**config.mk**
```make
export PLATFORM = sky130hd
export DESIGN_NAME = phyport_resp
export DESIGN_NICKNAME = d
export VERILOG_FILES = /design/src/rtl/phyport_pkg.sv /design/src/rtl/phyport_rst_timer.sv /design/src/rtl/phyport_hs_fsm.sv /design/src/rtl/phyport_regs.sv /design/src/rtl/phyport_resp.sv
export SDC_FILE = /design/constraint.sdc
export NUM_CORES = 1
export LEC_CHECK = 0
export BUFFER_PORTS_ARGS = -buffer_cell sky130_fd_sc_hd__buf_4
export CELL_PAD_IN_SITES_DETAIL_PLACEMENT = 0
export CELL_PAD_IN_SITES_GLOBAL_PLACEMENT = 1
export CORE_MARGIN = 2
export CORE_UTILIZATION = 40
export DETAILED_ROUTE_END_ITERATION = 7
export PLACE_DENSITY = 0.69
export SYNTH_ARGS = -nofsm -noshare
export SYNTH_HDL_FRONTEND = slang
export SYNTH_SLANG_ARGS = --single-unit
```
**constraint.sdc**
```tcl
create_clock -name clk -period 4.7 [get_ports clk]
set_input_delay 0.235 -clock clk [delete_from_list [all_inputs] [get_ports clk]]
set_output_delay 0.235 -clock clk [all_outputs]
set_load 0.03 [all_outputs]
```
**src/rtl/phyport_pkg.sv**
```systemverilog
package phyport_pkg;

  typedef enum logic [1:0] {
    HS_IDLE,
    HS_ACK,
    HS_INRST,
    HS_DRAIN
  } hs_state_e;

  typedef enum logic [2:0] {
    OP_NONE,
    OP_CAP_ADDR,
    OP_CAP_DATA,
    OP_WRITE,
    OP_READ
  } port_op_e;

  localparam int          REG_W          = 16;
  localparam logic [15:0] ADDR_CLKRST    = 16'h7F3F;
  localparam logic [15:0] ADDR_LANE_STAT = 16'h2003;
  localparam int          CLKRST_RST_BIT = 0;
  localparam int          STAT_PLL_BIT   = 1;

endpackage

```
**src/rtl/phyport_rst_timer.sv**
```systemverilog
module phyport_rst_timer #(
  parameter int CYCLES = 16
) (
  input  logic clk,
  input  logic rst,
  input  logic start,
  output logic done
);
  localparam int CW = $clog2(CYCLES + 1);

  logic [CW-1:0] cnt_q;
  logic          busy_q;

  always_ff @(posedge clk) begin
    if (rst) begin
      cnt_q  <= '0;
      busy_q <= 1'b0;
    end else if (start) begin
      cnt_q  <= CW'(CYCLES - 1);
      busy_q <= 1'b1;
    end else if (busy_q) begin
      if (cnt_q == '0) busy_q <= 1'b0;
      else             cnt_q  <= cnt_q - 1'b1;
    end
  end

  assign done = busy_q && (cnt_q == '0);

endmodule

```
**src/rtl/phyport_hs_fsm.sv**
```systemverilog
module phyport_hs_fsm
  import phyport_pkg::*;
(
  input  logic     clk,
  input  logic     rst,
  input  logic     stb_addr,
  input  logic     stb_data,
  input  logic     stb_wr,
  input  logic     stb_rd,
  input  logic     wr_is_reset,
  input  logic     rst_done,
  output port_op_e op,
  output logic     rst_start,
  output logic     ack
);
  hs_state_e st_q, st_d;
  logic      ack_q, ack_d;
  logic      any_stb;

  assign any_stb = stb_addr | stb_data | stb_wr | stb_rd;

  always_comb begin
    st_d      = st_q;
    ack_d     = ack_q;
    op        = OP_NONE;
    rst_start = 1'b0;
    unique case (st_q)
      HS_IDLE: begin
        if (any_stb) begin
          if (stb_addr)      op = OP_CAP_ADDR;
          else if (stb_data) op = OP_CAP_DATA;
          else if (stb_wr)   op = OP_WRITE;
          else               op = OP_READ;
          if (op == OP_WRITE && wr_is_reset) begin
            st_d      = HS_INRST;
            rst_start = 1'b1;
            ack_d     = 1'b0;
          end else begin
            st_d  = HS_ACK;
            ack_d = 1'b1;
          end
        end
      end
      HS_ACK: begin
        if (!any_stb) begin
          st_d  = HS_IDLE;
          ack_d = 1'b0;
        end
      end
      HS_INRST: begin
        ack_d = 1'b0;
        if (rst_done) st_d = any_stb ? HS_DRAIN : HS_IDLE;
      end
      HS_DRAIN: begin
        ack_d = 1'b0;
        if (!any_stb) st_d = HS_IDLE;
      end
      default: begin
        st_d  = HS_IDLE;
        ack_d = 1'b0;
      end
    endcase
  end

  always_ff @(posedge clk) begin
    if (rst) begin
      st_q  <= HS_IDLE;
      ack_q <= 1'b0;
    end else begin
      st_q  <= st_d;
      ack_q <= ack_d;
    end
  end

  assign ack = ack_q;

endmodule

```
**src/rtl/phyport_regs.sv**
```systemverilog
module phyport_regs
  import phyport_pkg::*;
#(
  parameter int          NUM_GP  = 8,
  parameter logic [15:0] GP_BASE = 16'h0000
) (
  input  logic             clk,
  input  logic             rst,
  input  logic [REG_W-1:0] din,
  input  port_op_e         op,
  input  logic             pll_locked,
  input  logic             rst_clear,
  output logic [REG_W-1:0] rdata,
  output logic             phy_rst,
  output logic             wr_is_reset
);
  localparam int IDXW = (NUM_GP > 1) ? $clog2(NUM_GP) : 1;
  localparam logic [16:0] GP_END = {1'b0, GP_BASE} + 17'(NUM_GP);

  logic [REG_W-1:0] addr_q, data_q, clkrst_q, rdata_q;
  logic [REG_W-1:0] gp_rdata;
  logic             gp_hit;
  logic [IDXW-1:0]  gp_idx;
  logic [REG_W-1:0] rd_mux;

  assign gp_hit = ({1'b0, addr_q} >= {1'b0, GP_BASE}) && ({1'b0, addr_q} < GP_END);
  assign gp_idx = IDXW'(addr_q - GP_BASE);

  generate
    if (NUM_GP > 0) begin : g_gp_bank
      logic [REG_W-1:0] mem [NUM_GP];
      logic [REG_W-1:0] mem_rd_q;
      always_ff @(posedge clk) begin
        if (op == OP_WRITE && gp_hit) mem[gp_idx] <= data_q;
        mem_rd_q <= mem[gp_idx];
      end
      assign gp_rdata = mem_rd_q;
    end else begin : g_no_gp
      assign gp_rdata = '0;
    end
  endgenerate

  always_comb begin
    if (gp_hit && NUM_GP > 0)           rd_mux = gp_rdata;
    else if (addr_q == ADDR_CLKRST)     rd_mux = clkrst_q;
    else if (addr_q == ADDR_LANE_STAT) begin
      rd_mux               = '0;
      rd_mux[STAT_PLL_BIT] = pll_locked;
    end else                            rd_mux = '0;
  end

  always_ff @(posedge clk) begin
    if (rst) begin
      addr_q   <= '0;
      data_q   <= '0;
      clkrst_q <= '0;
      rdata_q  <= '0;
    end else begin
      unique case (op)
        OP_CAP_ADDR: addr_q <= din;
        OP_CAP_DATA: data_q <= din;
        OP_WRITE:    if (addr_q == ADDR_CLKRST) clkrst_q <= data_q;
        OP_READ:     rdata_q <= rd_mux;
        default: ;
      endcase
      if (rst_clear) clkrst_q[CLKRST_RST_BIT] <= 1'b0;
    end
  end

  assign wr_is_reset = (addr_q == ADDR_CLKRST) && data_q[CLKRST_RST_BIT];
  assign phy_rst     = clkrst_q[CLKRST_RST_BIT];
  assign rdata       = rdata_q;

endmodule

```
**src/rtl/phyport_resp.sv**
```systemverilog
module phyport_resp
  import phyport_pkg::*;
#(
  parameter int          NUM_GP     = 8,
  parameter logic [15:0] GP_BASE    = 16'h0000,
  parameter int          RST_CYCLES = 16
) (
  input  logic        clk,
  input  logic        rst,
  input  logic [15:0] din,
  input  logic        stb_addr,
  input  logic        stb_data,
  input  logic        stb_wr,
  input  logic        stb_rd,
  input  logic        pll_locked,
  output logic        ack,
  output logic [15:0] rdata,
  output logic        phy_rst
);
  port_op_e op;
  logic     rst_start, rst_done, wr_is_reset;

  phyport_hs_fsm u_fsm (
    .clk        (clk),
    .rst        (rst),
    .stb_addr   (stb_addr),
    .stb_data   (stb_data),
    .stb_wr     (stb_wr),
    .stb_rd     (stb_rd),
    .wr_is_reset(wr_is_reset),
    .rst_done   (rst_done),
    .op         (op),
    .rst_start  (rst_start),
    .ack        (ack)
  );

  phyport_rst_timer #(.CYCLES(RST_CYCLES)) u_timer (
    .clk  (clk),
    .rst  (rst),
    .start(rst_start),
    .done (rst_done)
  );

  phyport_regs #(.NUM_GP(NUM_GP), .GP_BASE(GP_BASE)) u_regs (
    .clk        (clk),
    .rst        (rst),
    .din        (din),
    .op         (op),
    .pll_locked (pll_locked),
    .rst_clear  (rst_done),
    .rdata      (rdata),
    .phy_rst    (phy_rst),
    .wr_is_reset(wr_is_reset)
  );

endmodule

```
==> impl_metrics.env <==
export IMPL_synth_top_area_share_pct=46.74
export IMPL_power_density_mw_per_mm2=412.1
export IMPL_fin_ws_ns=1.670
export IMPL_slew_headroom_pct=28.14
export IMPL_synth_nets=676
export IMPL_tightest_slew_ns=1.078
export IMPL_synth_seq_area_share_pct=68.41
export IMPL_pin_count=41
export IMPL_ir_drop_mv=0.2971
export IMPL_first_global_vias=5381
export IMPL_fmax_mhz=330.0
export IMPL_antenna_found_initial=0
export IMPL_setup_viol=0
export IMPL_worstSetupEndpointType="flip-flop"
export IMPL_synth_area_leader_cell="edfxtp_1"
export IMPL_gp_congestion=0.8238
export IMPL_cts_resized=0
export IMPL_drv_cap=0
export IMPL_status="complete, no violations"
export IMPL_final_nets=726
export IMPL_crit_arrival_ns=3.15
export IMPL_crit_type="reg -> reg"
export IMPL_clock_path_buffers=3
export IMPL_num_rows=52
export IMPL_finalWirelength_um=19590
export IMPL_first_pass_iters=4
export IMPL_fin_setup_tns_ns=0
export IMPL_hp_class="in -> reg"
export IMPL_clkLatencyLatePin_ns=0.51
export IMPL_avgSynthCellArea_sq_um=12.63
export IMPL_drtAntennaViolNets=0
export IMPL_synth_ff_type="edfxtp_1"
export IMPL_core_area_sq_mm=0.02023
export IMPL_overflow=0
export IMPL_fin_skew_ns=0.01446
export IMPL_ys_seq_elements=217
export IMPL_synth_warnings=0
export IMPL_final_min_clock_period_ns=3.030
export IMPL_maxSlewViolCount=0
export IMPL_rsz0062_at_grt="no"
export IMPL_die_area_sq_mm=0.02172
export IMPL_route_detailed_drc=0
export IMPL_grt_pass1_wl_um=30700
export IMPL_critPathMaxFanout=16
export IMPL_synthDistinctLibCells=54
export IMPL_die_height_um=147.4
export IMPL_htreeDepth=1
export IMPL_cts_buffers=23
export IMPL_synthCells=651
export IMPL_final_util_pct=47.24
export IMPL_io_buffers=40
export IMPL_synth_enable_flop_cells=128
export IMPL_ys_top_cells_by_count="edfxtp_1 (128), nand2_1 (124), dfxtp_1 (89), a21oi_1 (77), nor2_1 (33)"
export IMPL_power_leakage_nw=3.100
export IMPL_n_antenna_cell=0
export IMPL_cts_tree="built"
export IMPL_pre_cts_slack_ns=1.663
export IMPL_ys_async_sr_fraction_pct=0
export IMPL_drive_gt1_share_pct=16.02
export IMPL_period_share_pct=64.47
export IMPL_hpwlAfterDp_um=12710
export IMPL_drt_iter0_markers=390
export IMPL_area_delta_synth_final_pct=16.24
export IMPL_clk_transition_reported_paths_ns=0.06
export IMPL_worstSetupStartpointType="flip-flop"
export IMPL_vias=5336
export IMPL_clock_sinks=217
export IMPL_synthTopCellsByArea="edfxtp_1 (47%), dfxtp_1 (22%), nand2_1 (5.7%)"
export IMPL_vias_per_cell=5.401
export IMPL_initial_core_util_pct=40.64
export IMPL_hold_violations=0
export IMPL_syn_area_sq_mm=0.008223
export IMPL_ctsRootBufferMaster="clkbuf_16"
export IMPL_die_w_um=147.4
export IMPL_required_ns=4.82
export IMPL_yosysMostFrequentCell="edfxtp_1"
export IMPL_wire_per_inst_um=19.83
export IMPL_track_usage_pct=18.20
export IMPL_grt_max_degree=75
[final timing paths]
path | start | slack [ns] | cells past startpoint | end
worst max-delay path | u_regs.addr_q[15]$_SDFFE_PP0N_ | 1.67 | 5 | u_regs.g_gp_bank.mem[1][10]$_DFFE_PP_
worst min-delay path | stb_rd | 0.19 | 5 | u_fsm.st_q[1]$_SDFFE_PP0P_
worst max register to register | u_regs.addr_q[15]$_SDFFE_PP0N_ | 1.67 | 5 | u_regs.g_gp_bank.mem[1][10]$_DFFE_PP_
worst min register to register | u_regs.g_gp_bank.mem[7][15]$_DFFE_PP_ | 0.45 | 1 | u_regs.g_gp_bank.mem_rd_q[15]$_DFF_P_
[layout by cell type, fill, tap and decap left out, types with 16 or more instances in the layout]
cell type	Yosys	routed
edfxtp_1	128	128
nand2_1	124	124
dfxtp_1	89	89
a21oi_1	77	77
buf_4	3	45
nor2_1	33	33
clkbuf_16	0	23
mux2_2	17	17
a22oi_1	16	16
a211oi_1	16	16
dlygate4sd3_1	0	16
[area by class of cell]
type                       instances  area [sq um]
clock buffer                      26         586.8
clock inverter                    16         101.3
fill                            1804         10680
inverter                           6         22.52
multi-input combinational        392          2386
sequential                       217          5625
tap                              270         337.8
timing repair buffer              61         498.0
[flip-flops by register name, summed over array words and instances, names as in the netlist]
name / flops
u_regs.rdata: 16
u_timer.busy_q: 1
u_timer.cnt_q: 5
u_regs.addr_q: 16
u_regs.clkrst_q: 16
u_regs.data_q: 16
u_regs.g_gp_bank.mem: 128
u_fsm.ack: 1
u_fsm.st_q: 2
u_regs.g_gp_bank.mem_rd_q: 16
[critical path: stages, from the launching register on]
cell and delay [ns]:
dfxtp_1 0.31, nor3_1 0.35, nand2_1 0.22, nor3_4 0.57, nor3b_1 0.43, and2_1 0.76
[power by group]
| group | switching [mW] | internal (mW) |
|---|---|---|
| combinational | 0.115 | 0.0795 |
| sequential | 0.0373 | 2.04 |
| clock | 0.719 | 0.950 |
[cell families after synthesis]
kind of cell | after synthesis | synth area share [%]
xor gates and xnor gates | 4 | 0.4261
muxes | 29 | 5.006
AOI/OAI and AO/OA | 150 | 11.78
adders and majority gates | 2 | 0.3043
and+or+nand+nor | 207 | 11.50
DFF | 217 | 68.41
buffers and inverters | 42 | 2.571
[timing repair]
item | 4_1_cts | 5_1_grt
setup buffers | 0 | 0
hold endpoints to repair | 30 | 0
hold buffers | 16 | 0
endpoints found under the setup margin | 0 | 0
[through the flow]
stage	instance area [sq um]	std cells	total power, mW	hold slack (ns)
after floorplan	8223	651	2.223	0.3710
after global placement	8710	930	2.299	0.4381
after detailed placement	8710	930	2.302	0.4365
after CTS	9558	988	3.972	0.1697
after global routing	9558	988	4.074	0.2236
final	9558	988	3.939	0.1904
[metal layers]
| layer | track usage, % | vias up | routed length [um] |
|---|---|---|---|
| met5 | 0 | - | 0 |
| met2 | 29.93 | 160 | 9302 |
| met3 | 2.407 | 31 | 1044 |
| met4 | 5.192 | 0 | 431 |
| li1 | - | 2505 | - |
| met1 | 25.54 | 2640 | 8814 |
Power figures use the tool's default switching activity.
